## config.mk

```make
export PLATFORM = sky130hd
export DESIGN_NAME = ptw_walker
export DESIGN_NICKNAME = d
export VERILOG_FILES = /design/src/rtl/ptw_pkg.sv /design/src/rtl/ptw_l1_dec.sv /design/src/rtl/ptw_l2_dec.sv /design/src/rtl/ptw_walker.sv
export SDC_FILE = /design/constraint.sdc
export NUM_CORES = 1
export LEC_CHECK = 0
export ABC_AREA = 1
export BUFFER_PORTS_ARGS = -buffer_cell sky130_fd_sc_hd__buf_2
export CELL_PAD_IN_SITES_DETAIL_PLACEMENT = 0
export CELL_PAD_IN_SITES_GLOBAL_PLACEMENT = 1
export CORE_ASPECT_RATIO = 0.8
export CORE_MARGIN = 4
export CORE_UTILIZATION = 39
export CTS_CLUSTER_DIAMETER = 200
export DETAILED_ROUTE_END_ITERATION = 12
export GPL_TIMING_DRIVEN = 0
export PLACE_DENSITY_LB_ADDON = 0.25
export SLEW_MARGIN = 20
export SYNTH_ARGS = -nofsm -noshare
export SYNTH_HDL_FRONTEND = slang
export SYNTH_SLANG_ARGS = --single-unit
```

## constraint.sdc

```tcl
create_clock -name clk -period 2.7 [get_ports clk]
set_input_delay 0.135 -clock clk [delete_from_list [all_inputs] [get_ports clk]]
set_output_delay 0.135 -clock clk [all_outputs]
set_load 0.01 [all_outputs]
```

## src/rtl/ptw_pkg.sv

```systemverilog
package ptw_pkg;
   typedef enum logic [1:0] {
      ST_IDLE = 2'd0,
      ST_L1   = 2'd1,
      ST_L2   = 2'd2,
      ST_DONE = 2'd3
   } ptw_state_e;

   typedef enum logic [1:0] {
      L1_UNMAPPED = 2'd0,
      L1_COARSE   = 2'd1,
      L1_SECTION  = 2'd2,
      L1_FINE     = 2'd3
   } l1_kind_e;

   typedef enum logic [1:0] {
      L2_UNMAPPED = 2'd0,
      L2_LARGE    = 2'd1,
      L2_SMALL    = 2'd2,
      L2_TINY     = 2'd3
   } l2_kind_e;
endpackage

```

## src/rtl/ptw_l1_dec.sv

```systemverilog
module ptw_l1_dec
   import ptw_pkg::*;
#(
   parameter int AW         = 32,
   parameter int SEC_LSB    = 20,
   parameter int CT_LSB     = 10,
   parameter int L2_IDX_LSB = 12
) (
   input  logic [AW-1:0] desc,
   input  logic [AW-1:0] vaddr,
   output l1_kind_e      kind,
   output logic [AW-1:0] sec_paddr,
   output logic [AW-1:0] l2_addr
);
   localparam logic [AW-1:0] SEC_MASK  = {AW{1'b1}} << SEC_LSB;
   localparam logic [AW-1:0] CT_MASK   = {AW{1'b1}} << CT_LSB;
   localparam logic [AW-1:0] IDX2_MASK = ~({AW{1'b1}} << (SEC_LSB - L2_IDX_LSB));

   always_comb begin
      kind      = l1_kind_e'(desc[1:0]);
      sec_paddr = (desc & SEC_MASK) | (vaddr & ~SEC_MASK);
      l2_addr   = (desc & CT_MASK) | (((vaddr >> L2_IDX_LSB) & IDX2_MASK) << 2);
   end
endmodule

```

## src/rtl/ptw_l2_dec.sv

```systemverilog
module ptw_l2_dec
   import ptw_pkg::*;
#(
   parameter int AW        = 32,
   parameter int LARGE_LSB = 16,
   parameter int SMALL_LSB = 12,
   parameter int TINY_LSB  = 10
) (
   input  logic [AW-1:0] desc,
   input  logic [AW-1:0] vaddr,
   output logic [AW-1:0] paddr,
   output logic          fault,
   output logic          tiny
);
   localparam logic [AW-1:0] LARGE_MASK = {AW{1'b1}} << LARGE_LSB;
   localparam logic [AW-1:0] SMALL_MASK = {AW{1'b1}} << SMALL_LSB;
   localparam logic [AW-1:0] TINY_MASK  = {AW{1'b1}} << TINY_LSB;

   logic [AW-1:0] mask;

   always_comb begin
      fault = 1'b0;
      tiny  = 1'b0;
      mask  = '0;
      unique case (l2_kind_e'(desc[1:0]))
         L2_LARGE:    mask = LARGE_MASK;
         L2_SMALL:    mask = SMALL_MASK;
         L2_TINY: begin
            mask = TINY_MASK;
            tiny = 1'b1;
         end
         default:     fault = 1'b1;
      endcase
      paddr = fault ? vaddr : ((desc & mask) | (vaddr & ~mask));
   end
endmodule

```

## src/rtl/ptw_walker.sv

```systemverilog
module ptw_walker
   import ptw_pkg::*;
#(
   parameter int AW         = 32,
   parameter int TTB_LSB    = 14,
   parameter int SEC_LSB    = 20,
   parameter int CT_LSB     = 10,
   parameter int L2_IDX_LSB = 12,
   parameter int LARGE_LSB  = 16,
   parameter int SMALL_LSB  = 12,
   parameter int TINY_LSB   = 10
) (
   input  logic          clk,
   input  logic          rst_n,
   input  logic          mmu_en,
   input  logic [31:0]   ttb,
   input  logic          req_valid,
   input  logic [31:0]   req_vaddr,
   output logic          mem_rd_valid,
   output logic [31:0]   mem_rd_addr,
   input  logic          mem_rd_ready,
   input  logic [31:0]   mem_rd_data,
   output logic          rsp_valid,
   output logic [31:0]   rsp_paddr,
   output logic          rsp_fault,
   output logic          rsp_tiny
);
   localparam logic [AW-1:0] TTB_MASK = {AW{1'b1}} << TTB_LSB;

   // elaboration-time parameter checks
   if (AW != 32) begin : g_bad_aw
      $error("ptw_walker: port widths assume AW of 32");
   end
   if (TTB_LSB != AW - SEC_LSB + 2) begin : g_bad_ttb
      $error("ptw_walker: first-level table size does not match section size");
   end
   if (CT_LSB != SEC_LSB - L2_IDX_LSB + 2) begin : g_bad_ct
      $error("ptw_walker: coarse table size does not match its index field");
   end
   if (!(LARGE_LSB > SMALL_LSB && SMALL_LSB > TINY_LSB && TINY_LSB >= 2)) begin : g_bad_pg
      $error("ptw_walker: page sizes must be strictly ordered");
   end
   if (L2_IDX_LSB != SMALL_LSB) begin : g_bad_idx
      $error("ptw_walker: second-level index must start at the small-page boundary");
   end

   ptw_state_e    state_q;
   logic [AW-1:0] va_q;
   logic [AW-1:0] addr_q;
   logic [AW-1:0] paddr_q;
   logic          fault_q;
   logic          tiny_q;

   l1_kind_e      l1_kind;
   logic [AW-1:0] l1_sec_pa;
   logic [AW-1:0] l1_next;
   logic [AW-1:0] l2_pa;
   logic          l2_fault;
   logic          l2_tiny;
   logic [AW-1:0] first_addr;

   ptw_l1_dec #(
      .AW(AW), .SEC_LSB(SEC_LSB), .CT_LSB(CT_LSB), .L2_IDX_LSB(L2_IDX_LSB)
   ) i_l1 (
      .desc(mem_rd_data), .vaddr(va_q), .kind(l1_kind),
      .sec_paddr(l1_sec_pa), .l2_addr(l1_next)
   );

   ptw_l2_dec #(
      .AW(AW), .LARGE_LSB(LARGE_LSB), .SMALL_LSB(SMALL_LSB), .TINY_LSB(TINY_LSB)
   ) i_l2 (
      .desc(mem_rd_data), .vaddr(va_q), .paddr(l2_pa),
      .fault(l2_fault), .tiny(l2_tiny)
   );

   assign first_addr = (ttb & TTB_MASK) | ((req_vaddr >> SEC_LSB) << 2);

   always_ff @(posedge clk or negedge rst_n) begin
      if (!rst_n) begin
         state_q <= ST_IDLE;
         va_q    <= '0;
         addr_q  <= '0;
         paddr_q <= '0;
         fault_q <= 1'b0;
         tiny_q  <= 1'b0;
      end else begin
         unique case (state_q)
            ST_IDLE: begin
               fault_q <= 1'b0;
               tiny_q  <= 1'b0;
               if (req_valid) begin
                  va_q <= req_vaddr;
                  if (mmu_en) begin
                     addr_q  <= first_addr;
                     state_q <= ST_L1;
                  end else begin
                     paddr_q <= req_vaddr;
                     state_q <= ST_DONE;
                  end
               end
            end
            ST_L1: begin
               if (mem_rd_ready) begin
                  unique case (l1_kind)
                     L1_SECTION: begin
                        paddr_q <= l1_sec_pa;
                        state_q <= ST_DONE;
                     end
                     L1_COARSE: begin
                        addr_q  <= l1_next;
                        state_q <= ST_L2;
                     end
                     default: begin
                        paddr_q <= va_q;
                        fault_q <= 1'b1;
                        state_q <= ST_DONE;
                     end
                  endcase
               end
            end
            ST_L2: begin
               if (mem_rd_ready) begin
                  paddr_q <= l2_pa;
                  fault_q <= l2_fault;
                  tiny_q  <= l2_tiny;
                  state_q <= ST_DONE;
               end
            end
            default: begin
               fault_q <= 1'b0;
               tiny_q  <= 1'b0;
               state_q <= ST_IDLE;
            end
         endcase
      end
   end

   assign mem_rd_valid = (state_q == ST_L1) || (state_q == ST_L2);
   assign mem_rd_addr  = addr_q;
   assign rsp_valid    = (state_q == ST_DONE);
   assign rsp_paddr    = paddr_q;
   assign rsp_fault    = rsp_valid && fault_q;
   assign rsp_tiny     = rsp_valid && tiny_q;
endmodule

```

; ---- Word level (Yosys, flattened, before mapping)
; Cells that the tools add are included.
[word_totals]
reg_bits = 100
latchBits = 0
ramBits = 0
mem_bits_ro = 0
inputBits = 101
out_inout_bits = 68
word_cells = 69
n_memories = 0
[op_classes]
addsub = 0
mul = 0
n_div = 0
magnitude_cmp = 0
n_eq_ne = 14
shift = 0
muxes = 27
bitwise = 8
reduce_logical = 14
[ops]
columns = op, n
row1 = 32-bit 2-to-1 mux, 9
row2 = 32-bit one-hot mux with 3 select lines, 2
row3 = 32-bit one-hot mux with 2 select lines, 2
row4 = 32-bit bitwise AND, 2
row5 = 32-bit inverter, 1
row6 = 32-bit by 10-bit OR with 32-bit output, 1
row7 = 32-bit by 14-bit OR with 32-bit output, 1
row8 = 32-bit by 20-bit OR with 32-bit output, 1
row9 = 32-bit OR, 1
row10 = 2-bit != test (second input constant), 7
row11 = 2-bit equality test (second input constant), 4
row12 = 2-bit 2-to-1 mux, 4
row13 = 1-bit 2-to-1 mux, 7
row14 = 2-bit one-hot mux with 3 select lines, 1
row15 = 3-bit AND reduction, 2
row16 = 6-bit AND reduction, 1
row17 = 5-bit AND reduction, 1
row18 = 2-bit by 1-bit equality test with 1-bit output (second input constant), 2
row19 = 1-bit one-hot mux with 2 select lines, 2
row20 = 2-bit AND reduction, 2
row21 = 3-bit nonzero test, 1
row22 = 3-bit OR reduction, 1
row23 = 1-bit logical AND, 2
row24 = 2-bit zero test, 1
row25 = 5 further kinds, 5

; ---- Longest topological paths before layout
; Gate-level depths: netlist of the first run.
[depth]
depth_word = 8
ltp_mapped = 10
ltp_nobuf = 9

; ---- By module
; Synthesis of the first run repeated with hierarchy kept, for this count alone.
[hier_totals]
cells_unflattened = 985
hier_area_um2 = 6567.5
[modules_own_cells]
columns = mod, instances, cells_each, area_per_inst_um2, seq_area_each_um2
row1 = ptw_walker, 1, 833, 5627.9, 2502.4
row2 = ptw_l1_dec, 1, 67, 499.2, 0.0
row3 = ptw_l2_dec, 1, 85, 440.4, 0.0

; ---- Least setup slack after synthesis of the first run
; Ideal clock, no wire load.
[synth_path]
path_kind = register -> register
from = register state_q[0]
to = register paddr_q[22] (netlist: rsp_paddr[22])
setup_ns = 0.117
arrival_time_ns = 1.500
t_required_ns = 2.583
slack_ns = 1.083
path_stages_with_launch = 8
synth_period_minus_slack_ns = 1.617
path_cell_list = dfrtp_1 inv_1 ha_1 buf_2 clkbuf_1 nand3_1 nand3_1 nand2_1
[synth_between]
elab_chain_len = 3
word_cells_on_any_way = 11
classes_between = eq/ne (7) / mux (1) / reduce/logical (3)
[synth_lines]
columns = item, line
row1 = "start, declared", ptw_walker.sv:47  ; ptw_state_e state_q;
row2 = "start signal, assigned", ptw_walker.sv:80  ; state_q <= ST_IDLE;
row3 = "start signal, assigned", ptw_walker.sv:95  ; state_q <= ST_L1;
row4 = "start signal, assigned", ptw_walker.sv:98  ; state_q <= ST_DONE;
row5 = 2-bit by 1-bit equality test with 1-bit output (tied with other cells), ptw_walker.sv:87  ; unique case (state_q)
row6 = 2-bit != test (no line) or 3-bit nonzero test (tied branches), --
row7 = 6-bit AND reduction (no line), --
row8 = "end signal, assigned", ptw_walker.sv:97  ; paddr_q <= req_vaddr;
row9 = "end signal, assigned", ptw_walker.sv:106  ; paddr_q <= l1_sec_pa;
row10 = "end signal, assigned", ptw_walker.sv:114  ; paddr_q <= va_q;
row11 = "end, declared", ptw_walker.sv:50  ; logic [AW-1:0] paddr_q;
; Several ways; a longest one is shown, not always the timed one.
; A chain may end at the register's enable or synchronous reset.

; ---- Worst setup path in the final report of the first run
[layout_path]
from = register state_q[0]
to = register paddr_q[28] (netlist: rsp_paddr[28])
; The elaborated chain is that of the path after synthesis.

==> flow_summary_export.csv, run 1 <==
group,metric,value,unit
run,max_cap_violations,0,
critical_path,required,2.94,ns
status,status,"complete, no violations",
critical_path,crit_top_cell,"nand3_1",
critical_path,cp_slowest_stage_delay,0.51,ns
synth,synth_cell_type_count,26,
critical_path,path_depth,7,
timing,fin_ws,0.534,ns
layout,utilization,0.493,
timing,maxSlewViolCount,0,
layout,insertedDiodeCount,0,
critical_path,critPathArrivalTime,2.41,ns
timing,finalCriticalPeriod,2.17,ns
power_and_ir_drop,power.internal,4.77,mW
layout,layout_commonest_cell,"nand2_1",
synth,ys_ff_latch,98,
critical_path,start_kind,"flip-flop",
place,post-place-ws,0.601,ns
place,hpwl,13.1,mm
floorplanning,fp-row-count,38,
layout,final_cells,1068,
detailed_routing,via_count,5276,
clock_network,clk_latency,0.35,ns
power_and_ir_drop,finalPower,8.99,mW
power_and_ir_drop,combPwrFrac,0.567,
synth,yosys_warnings,0,
timing,setup_viol,0,
floorplanning,io_pins,169,
global_route,antenna_found_initial,0,
detailed_routing,wirelength,16.9,mm
layout,nNetsFinal,993,
clock_network,cts-resized-gates,0,
power_and_ir_drop,p_sw_frac,0.469,
timing,finalCritPeriodShare,0.802,
place,place_area,6380,sq um
layout,drive_above_1_share,0.236,
timing,max_freq,462,MHz
global_route,grt_usage,0.218,
layout,design_area,6690,sq um
clock_network,cts_tree,"built",
power_and_ir_drop,p_switching,4.22,mW
global_route,grt_pass1_vias,5291,
timing,finalSetupTns,0,ns
layout,syn_to_final_growth,23.8,%
hold_path,min_path_type,"in2reg",
global_route,grt.overflow.total,0,
detailed_routing,viasPerCell,4.94,
critical_path,crit_slowest_cell,"clkbuf_1",
floorplanning,fp.coreArea,13600,sq um
critical_path,cp-end-kind,"flip-flop",
clock_network,cts.reportedPaths.clkPinSlew,0.07,ns
synth,syn_inst,725,
critical_path,worst-path-max-fanout,10,
detailed_routing,dr.pass1.iters,5,
clock_network,cts-root-buf,"clkbuf_16",
place,gp_congestion,0.895,
clock_network,numCtsBuffers,9,
timing,rsz0062_at_grt,"false",
critical_path,rrSetupSlack,0.53,ns
floorplanning,start_util,0.398,
timing,fin_worst_skew,0.00534,ns
timing,worst_hold_slack,0.0476,ns
detailed_routing,wl_per_cell,15.8,um
place,placed_cells,1051,
clock_network,htree_levels,3,
synth,yosysSeqAreaShare,0.454,
power_and_ir_drop,ir_drop,584,uV
detailed_routing,first_iter_violations,325,
hold_path,whs_path_depth,3,
floorplanning,dieHeight,113,um
place,portBuffers,144,
layout,mostFrequentLayoutCells,"nand2_1, buf_2, dfrtp_1",
power_and_ir_drop,pwr-share-clk,0.144,
timing,worstMarginPinSlew,0.636,ns
critical_path,cp_top_family,"buffers and inverters",
critical_path,path_cells,"inv_1 -> ha_1 -> buf_2 -> clkbuf_1 -> nand3_1 -> nand3_1 -> nand2_1",
synth,syn_area_per_cell,7.45,sq um
critical_path,crit_type,"reg2reg",
timing,hold_viol,0,
clock_network,clkSinkCount,98,
critical_path,ff2ff_path_depth,7,
floorplanning,die_area,15800,sq um
clock_network,cts_buffer_depth,2,
power_and_ir_drop,powerDensity,1340,nW/um^2
floorplanning,die_width,140,um
synth,synth_area,5400,sq um
timing,slew_headroom,0.576,
global_route,grt_max_degree,53,
power_and_ir_drop,seqPwrFrac,0.289,
global_route,grt_pass1_wl,27.1,mm
detailed_routing,postRouteAntennaNets,0,
detailed_routing,drc_errors,0,
power_and_ir_drop,power.leakage,3.60,nW
critical_path,cp_num_buf_inv,3,
-- tightest hold or removal path, delay by kind of cell --
| kind | cells | cell delay, ns |
|---|---|---|
| buffers and inverters | 1 | 0.09 |
| AOI/OAI and AO/OA | 1 | 0.10 |
| and+or+nand+nor | 1 | 0.04 |
-- cells by family (layout without fill, tap and decap cells) --
| logic type | count (synthesis) | after routing | synth area share |
|---|---|---|---|
| AO/OA/AOI/OAI | 132 | 132 | 0.146 |
| adder cells (fa/ha/maj) | 9 | 9 | 0.0209 |
| buffers and inverters | 126 | 288 | 0.103 |
| flip-flops | 98 | 98 | 0.454 |
| other | 1 | 2 | 0.000695 |
| AND/OR/NAND/NOR | 359 | 359 | 0.276 |
-- synth_stat cells --
library cell / number / area [sq um]
nand2_1: 216 / 811
dfrtp_1: 98 / 2450
inv_1: 80 / 300
nor2_1: 68 / 255
nand3_1: 65 / 325
a21oi_1: 46 / 230
o21ai_0: 43 / 215
a21oi_2: 20 / 175
clkbuf_1: 18 / 67.6
o21a_1: 18 / 135
buf_2: 11 / 55.1
ha_1: 9 / 113
buf_4: 8 / 60.1
nor3_1: 6 / 30.0
buf_6: 5 / 56.3
inv_2: 2 / 7.51
nand3_4: 2 / 35.0
o22ai_1: 2 / 12.5
buf_1: 1 / 3.75
clkinv_1: 1 / 3.75
conb_1: 1 / 3.75
nor2_4: 1 / 11.3
nor2_8: 1 / 20.0
o21ai_1: 1 / 5.00
o21bai_1: 1 / 7.51
o31ai_1: 1 / 7.51
-- cell type report --
type / count / area, sq um
tap: 180 / 225
clock buffer: 10 / 229
timing repair buffer: 146 / 764
fill: 1394 / 6860
buffer: 43 / 243
sequential: 98 / 2450
inverter: 83 / 312
multi-input combinational: 502 / 2400
clock inverter: 6 / 65.1
-- power groups by stage --
stage / Combinational [mW] / Sequential, mW / Clock [mW]
floorplan: 3.25 / 2.78 / 0
global placement: 5.00 / 2.59 / 0
detailed placement: 5.11 / 2.62 / 0
CTS: 5.13 / 2.60 / 1.34
global route: 5.73 / 2.68 / 1.39
finish: 5.10 / 2.59 / 1.29
-- routing by layer --
layer,routed length (um),GRT usage,vias up
met5,0,0,-
met3,1270,0.0528,21
li1,-,-,2593
met4,268,0.0620,0
met2,7790,0.356,189
met1,7580,0.292,2473
-- flip-flops by register name, summed over array words and instances, names as in the netlist --
| signal | flops |
|---|---|
| tiny_q | 1 |
| rsp_paddr | 32 |
| mem_rd_addr | 30 |
| state_q | 2 |
| va_q | 32 |
| fault_q | 1 |
-- final timing paths --
kind / start / end
max in group asynchronous: rst_n / va_q[31]$_DFFE_PN0P_
min in group asynchronous: rst_n / rsp_paddr[0]$_DFFE_PN0P_
min: req_vaddr[5] / va_q[5]$_DFFE_PN0P_
max: state_q[0]$_DFFE_PN0P_ / rsp_paddr[28]$_DFFE_PN0P_
max reg2reg: state_q[0]$_DFFE_PN0P_ / rsp_paddr[28]$_DFFE_PN0P_
min reg2reg: rsp_paddr[0]$_DFFE_PN0P_ / rsp_paddr[0]$_DFFE_PN0P_
-- repair_timing --
item	4_1_cts	5_1_grt
hold endpoints to repair	46	0
hold buffers	1	0
buffers inserted	0	0
Power figures use the tool's default switching activity.
==> run 2, diff against run 1 <==
--- a/config.mk
+++ b/config.mk
@@ -5,13 +5,13 @@
 export SDC_FILE = /design/constraint.sdc
 export NUM_CORES = 1
 export LEC_CHECK = 0
-export ABC_AREA = 1
+export ABC_AREA = 0
 export BUFFER_PORTS_ARGS = -buffer_cell sky130_fd_sc_hd__buf_2
 export CELL_PAD_IN_SITES_DETAIL_PLACEMENT = 0
 export CELL_PAD_IN_SITES_GLOBAL_PLACEMENT = 1
 export CORE_ASPECT_RATIO = 0.8
 export CORE_MARGIN = 4
-export CORE_UTILIZATION = 39
+export CORE_UTILIZATION = 35
 export CTS_CLUSTER_DIAMETER = 200
 export DETAILED_ROUTE_END_ITERATION = 12
 export GPL_TIMING_DRIVEN = 0
==> constraint.sdc (replaced) <==
create_clock -name clk -period 1.9 [get_ports clk]
set_input_delay 0.095 -clock clk [delete_from_list [all_inputs] [get_ports clk]]
set_output_delay 0.095 -clock clk [all_outputs]
set_load 0.01 [all_outputs]
==> run 2 against run 1 <==
The run now ends with setup timing left. Sequential power grew 47%. First-iteration DRC count shrank 27%. Design area grew 6.7%. Combinational power grew 67%. Critical endpoint is now rsp_paddr[31]$_DFFE_PN0P_.
==> flow_summary_export.csv, run 2 <==
group,metric,value,unit
status,status,"complete, but fails checks",
status,violations,"setup timing",
hold_path,min_path_type,"in2reg",
synth,synth_cell_type_count,35,
global_route,antenna_found_initial,0,
global_route,grt_usage,0.202,
timing,rsz0062_at_grt,"true",
critical_path,path_cells,"buf_6 -> ha_4 -> a221oi_4 -> o221ai_4 -> buf_12 -> buf_12 -> a211oi_4 -> a21o_1",
floorplanning,io_pins,169,
power_and_ir_drop,ir_drop,747,uV
synth,async_reset_ff_frac,1.00,
synth,yosysSeqAreaShare,0.471,
timing,hold_viol,0,
power_and_ir_drop,finalPower,14.2,mW
synth,synth_common_cells,"dfrtp_1, mux2_2, nor2_1, a21oi_1",
synth,synth_top_area_share,0.471,
global_route,grt_pass1_vias,4514,
detailed_routing,postRouteAntennaNets,0,
timing,max_freq,520,MHz
floorplanning,die_width,144,um
synth,synth_top_cell_by_area,"dfrtp_1",
critical_path,critical_path.startpoint,"state_q[0]$_DFFE_PN0P_",
synth,yosys_warnings,0,
place,hpwl,12.1,mm
timing,fin_worst_skew,0.00715,ns
global_route,grt.overflow.total,0,
timing,fin_ws,-0.0227,ns
floorplanning,die_area,16900,sq um
critical_path,crit_slowest_cell,"dfrtp_2",
layout,nNetsFinal,785,
clock_network,cts.reportedPaths.clkPinSlew,0.07,ns
run,max_cap_violations,0,
critical_path,cp_top_family,"compound AO/OA/AOI/OAI gates",
critical_path,crit_type,"reg2reg",
detailed_routing,via_count,4480,
timing,finalSetupTns,-0.0936,ns
critical_path,start_kind,"flip-flop",
critical_path,reg2reg_from,"state_q[0]$_DFFE_PN0P_",
floorplanning,fp.coreArea,14400,sq um
layout,layout_commonest_cell,"buf_2",
synth,ys_ff_latch,98,
detailed_routing,wl_per_cell,19.4,um
layout,fillCellCount,1323,
timing,setup_viol,5,
clock_network,cts_buffer_depth,2,
place,post-place-ws,-0.363,ns
critical_path,worst-path-max-fanout,5,
clock_network,htree_levels,3,
global_route,grt_max_degree,64,
critical_path,cp_num_buf_inv,3,
critical_path,critPathArrivalTime,2.23,ns
layout,drive_above_1_share,0.449,
synth,syn_area_per_cell,10.8,sq um
synth,synth_edf_count,0,
global_route,grt_pass1_wl,25.6,mm
power_and_ir_drop,power.leakage,3.29,nW
floorplanning,start_util,0.361,
synth,post-synth-top-count-cell,"dfrtp_1",
detailed_routing,viasPerCell,5.18,
detailed_routing,first_iter_violations,238,
clock_network,cts-root-buf,"clkbuf_16",
synth,syn_inst,482,
critical_path,cp_slowest_stage_delay,0.45,ns
critical_path,rrSetupSlack,-0.02,ns
hold_path,min-delay-start,"req_vaddr[26]",
timing,finalCritPeriodShare,1.01,
clock_network,clk_latency,0.36,ns
synth,synth_area_leaders,"dfrtp_1, mux2_2, mux2i_1",
detailed_routing,drc_errors,0,
critical_path,cp-end-kind,"flip-flop",
clock_network,cts_tree,"built",
clock_network,numCtsBuffers,9,
critical_path,crit_top_cell,"buf_12",
floorplanning,dieHeight,117,um
layout,mostFrequentLayoutCells,"buf_2, dfrtp_1, mux2_2",
synth,synth_area,5210,sq um
critical_path,required,2.20,ns
synth,synthFlopType,"dfrtp_1",
layout,syn_to_final_growth,36.9,%
detailed_routing,wirelength,16.8,mm
timing,maxSlewViolCount,0,
place,portBuffers,144,
detailed_routing,dr.pass1.iters,4,
timing,finalCriticalPeriod,1.92,ns
floorplanning,fp-row-count,39,
clock_network,clkSinkCount,98,
place,gp_congestion,0.807,
power_and_ir_drop,powerDensity,1990,nW/um^2
[run 2: cell count changes after synthesis, moves of 20 or more]
cell     delta
mux2_2     +62
a21oi_2    -20
mux2i_1    +26
o21ai_0    -33
inv_1      -72
nand3_1    -57
nand2_1   -190
[run 2: logic make-up (layout without fill, tap and decap cells)]
logic type | count (synthesis) | in the layout | share of synthesized area
buffers and inverters | 47 | 243 | 0.0456
multiplexers | 88 | 88 | 0.184
adder cells (fa/ha/maj) | 9 | 9 | 0.0216
AND/OR/NAND/NOR | 117 | 117 | 0.0978
other | 1 | 3 | 0.000720
AO/OA/AOI/OAI | 122 | 123 | 0.179
flip-flops | 98 | 98 | 0.471
[run 2: per-stage QoR]
stage          cell area, sq um  std cells  utilization  hold slack [ns]
2_1_floorplan              5210        483            -           -0.201
3_3_place_gp               6160        811        0.427            0.341
3_5_place_dp               6200        812        0.429           0.0202
4_1_cts                    7020        864        0.486           0.0121
5_1_grt                    7130        864        0.494           0.0237
6_report                   7130        865        0.494           0.0279
[run 2: path summary, 6_finish.rpt]
| kind | to | cells past startpoint |
|---|---|---|
| max | rsp_paddr[31]$_DFFE_PN0P_ | 8 |
| min | va_q[26]$_DFFE_PN0P_ | 2 |
| max reg2reg | rsp_paddr[31]$_DFFE_PN0P_ | 8 |
| min reg2reg | rsp_paddr[23]$_DFFE_PN0P_ | 1 |
| max in group asynchronous | va_q[7]$_DFFE_PN0P_ | 3 |
| min in group asynchronous | mem_rd_addr[26]$_DFFE_PN0P_ | 2 |
[run 2: where the power goes]
group          switching (mW)  total (mW)  internal (mW)
logic                    4.61        8.51           3.90
registers               0.630        3.80           3.17
clock network           0.847        1.88           1.03
[run 2: timing repair]
action | 4_1_cts | 5_1_grt
buffers inserted | 9 | 3
gates cloned | 4 | 0
setup endpoints to repair | 74 | 62
hold endpoints to repair | 58 | 0
hold buffers | 24 | 0
pin swaps | 2 | 6
gates resized for setup | 36 | 33
[run 2: final cells by class]
type / count / area [sq um] / share of cell area
Sequential cell: 98 / 2450 / 0.344
Clock buffer: 9 / 225 / 0.0316
Inverter: 8 / 30.0 / 0.00421
Timing Repair Buffer: 184 / 1200 / 0.168
Clock inverter: 7 / 76.3 / 0.0107
Multi-Input combinational cell: 339 / 2670 / 0.374
Tap cell: 184 / 230 / 0.0323
Buffer: 35 / 250 / 0.0351
Antenna cell: 1 / 2.50 / 0.000351
[run 2: metal layers]
layer | wire length, um | GRT usage | vias to the layer above
met5 | 0 | 0 | -
met4 | 231 | 0.0590 | 0
met3 | 932 | 0.0455 | 16
met2 | 7500 | 0.302 | 120
met1 | 8110 | 0.295 | 2236
li1 | - | - | 2108
==> run 3, diff against run 2 <==
--- a/config.mk
+++ b/config.mk
@@ -16,6 +16,7 @@
 export DETAILED_ROUTE_END_ITERATION = 12
 export GPL_TIMING_DRIVEN = 0
 export PLACE_DENSITY_LB_ADDON = 0.25
+export SETUP_SLACK_MARGIN = 0.02
 export SLEW_MARGIN = 20
 export SYNTH_ARGS = -nofsm -noshare
 export SYNTH_HDL_FRONTEND = slang
==> constraint.sdc (replaced) <==
create_clock -name clk -period 1.7 [get_ports clk]
set_input_delay 0.085 -clock clk [delete_from_list [all_inputs] [get_ports clk]]
set_output_delay 0.085 -clock clk [all_outputs]
set_load 0.01 [all_outputs]
==> run 3 against run 2 <==
The flow still finishes with violations (setup timing). Clock skew increased by 0.0018 ns. Non-clock buffer count rose by 6. Utilization rose by 2.2 points. Count of clock-buffer cells in the layout is 1 higher. Sequential share of layout area fell by 1.5 points. First-iteration DRC count grew 22%. Register-to-register slack got worse by 0.18 ns. Critical path type unchanged. Critical endpoint is now rsp_paddr[20]$_DFFE_PN0P_. Highest routed layer unchanged.
==> flow_summary_export.csv, run 3 (synthesis results as in run 2) <==
group,metric,value,unit
status,status,"complete, but fails checks",
status,violations,"setup timing",
detailed_routing,dr.pass1.iters,4,
detailed_routing,wirelength,17.3,mm
layout,mostFrequentLayoutCells,"buf_2, dfrtp_1, mux2_2",
timing,max_freq,526,MHz
critical_path,critPathArrivalTime,2.19,ns
run,max_cap_violations,0,
layout,syn_to_final_growth,43.0,%
detailed_routing,drc_errors,0,
power_and_ir_drop,powerDensity,2300,nW/um^2
critical_path,critical_path.startpoint,"state_q[0]$_DFFE_PN0P_",
place,gp_congestion,0.814,
global_route,grtUsageMet3,0.0577,
timing,hold_viol,0,
detailed_routing,first_iter_violations,290,
detailed_routing,via_count,4511,
critical_path,crit_type,"reg2reg",
global_route,grt_usage,0.204,
timing,slew_headroom,0.664,
clock_network,clkSinkCount,98,
place,hpwl,12.3,mm
global_route,use_met1,0.282,
timing,worst_hold_slack,0.0116,ns
layout,drive_above_1_share,0.487,
floorplanning,dieHeight,117,um
critical_path,required,1.99,ns
timing,finalCriticalPeriod,1.90,ns
critical_path,crit_end,"rsp_paddr[20]$_DFFE_PN0P_",
floorplanning,die_area,16900,sq um
floorplanning,fp.coreArea,14400,sq um
global_route,grt.overflow.total,0,
timing,worstMarginPinSlew,0.504,ns
clock_network,cts_buffer_depth,2,
timing,setup_viol,56,
clock_network,htree_levels,3,
global_route,grt_max_degree,62,
detailed_routing,wl_per_cell,19.9,um
timing,fin_ws,-0.200,ns
global_route,grt_pass1_vias,4732,
clock_network,numCtsBuffers,9,
place,post-place-ws,-0.385,ns
power_and_ir_drop,power.leakage,3.42,nW
critical_path,ff2ff_path_depth,8,
critical_path,start_kind,"flip-flop",
timing,finalCritPeriodShare,1.12,
detailed_routing,viasPerCell,5.19,
critical_path,reg2reg_to,"rsp_paddr[20]$_DFFE_PN0P_",
place,place_area,6220,sq um
layout,nNetsFinal,791,
clock_network,clk_latency,0.35,ns
hold_path,min_path_type,"in2reg",
place,portBuffers,144,
critical_path,reg2reg_from,"state_q[0]$_DFFE_PN0P_",
timing,maxSlewViolCount,0,
layout,layout_commonest_cell,"buf_2",
layout,fillCellCount,1317,
floorplanning,start_util,0.361,
clock_network,cts_tree,"built",
critical_path,worst-path-max-fanout,5,
global_route,grt_pass1_wl,26.0,mm
global_route,use_met2,0.313,
floorplanning,fp-row-count,39,
timing,fin_worst_skew,0.00898,ns
floorplanning,die_width,144,um
layout,insertedDiodeCount,0,
floorplanning,io_pins,169,
power_and_ir_drop,ir_drop,882,uV
layout,seqCellArea,2450,sq um
timing,rsz0062_at_grt,"true",
global_route,antenna_found_initial,0,
layout,utilization,0.516,
critical_path,rrSetupSlack,-0.20,ns
critical_path,cp-end-kind,"flip-flop",
layout,multi_input_area,2770,sq um
layout,design_area,7450,sq um
clock_network,cts-root-buf,"clkbuf_16",
clock_network,cts.reportedPaths.clkPinSlew,0.07,ns
detailed_routing,postRouteAntennaNets,0,
global_route,busiest_layer,"met2",
-- run 3: changes by cell type in the layout (fill, tap and decap cells not counted), sizes merged --
cell,previous run,this run
clkbuf,18,25
diode,1,0
dlygate4sd3,24,22
buf,185,188
bufbuf,1,0
clkinvlp,1,2
clkinv,3,1
-- run 3: metrics by stage --
step | power, mW | setup TNS, ns | cells
floorplan | 9.59 | -0.126 | 483
global route | 18.3 | -11.13 | 870
CTS | 16.0 | -5.03 | 865
finish | 17.1 | -4.53 | 870
detailed placement | 12.2 | -24.43 | 812
global placement | 12.0 | -74.03 | 811
-- run 3: area by class of cell --
type / instances / area share
multi-input cells: 339 / 0.372
flip-flops and latches: 98 / 0.329
repair buffers: 189 / 0.172
plain buffers: 36 / 0.0502
clock buffers: 10 / 0.0321
well taps: 184 / 0.0309
clock inverters: 6 / 0.00957
inverters: 8 / 0.00403
-- run 3: where the power goes --
part / total, mW / switching (mW) / internal [mW]
logic: 10.7 / 5.55 / 5.16
registers: 4.30 / 0.748 / 3.55
clock network: 2.13 / 0.935 / 1.19
total: 17.1 / 7.24 / 9.91
-- run 3: worst min-delay path by stage --
| stage | start | end | slack [ns] | depth (start not counted) |
|---|---|---|---|---|
| global route | req_vaddr[21] | va_q[21]$_DFFE_PN0P_ | 0.01 | 2 |
| CTS | req_vaddr[31] | va_q[31]$_DFFE_PN0P_ | 0.0003 | 2 |
| finish | req_vaddr[31] | va_q[31]$_DFFE_PN0P_ | 0.01 | 2 |
| floorplan | rst_n | fault_q$_DFFE_PN0P_ | -0.21 | 0 |
| global placement | req_vaddr[8] | va_q[8]$_DFFE_PN0P_ | 0.33 | 2 |
| detailed placement | rst_n | mem_rd_addr[26]$_DFFE_PN0P_ | 0.02 | 1 |
-- run 3: critical path: stages, from the launching register on --
cell and delay (ns):
dfrtp_2 0.45, buf_6 0.14, ha_4 0.17, a221oi_4 0.25, o221ai_4 0.20, buf_12 0.18, buf_12 0.14, a211oi_4 0.18
a21o_1 0.12
-- run 3: timing repair --
| action | CTS | global route |
|---|---|---|
| endpoints found under the setup margin | 96 | 97 |
| endpoints found under the hold margin | 58 | 0 |
| resized for setup | 60 | 64 |
| setup buffers | 13 | 3 |
| hold buffers | 22 | 0 |
| gates cloned | 5 | 3 |
| pin swaps | 4 | 13 |
-- run 3: layer usage --
metal  up-vias  routed length, um
met5         -                  0
met4         0                362
met3        26               1240
met2       151               7660
met1      2218               8020
li1       2116                  -
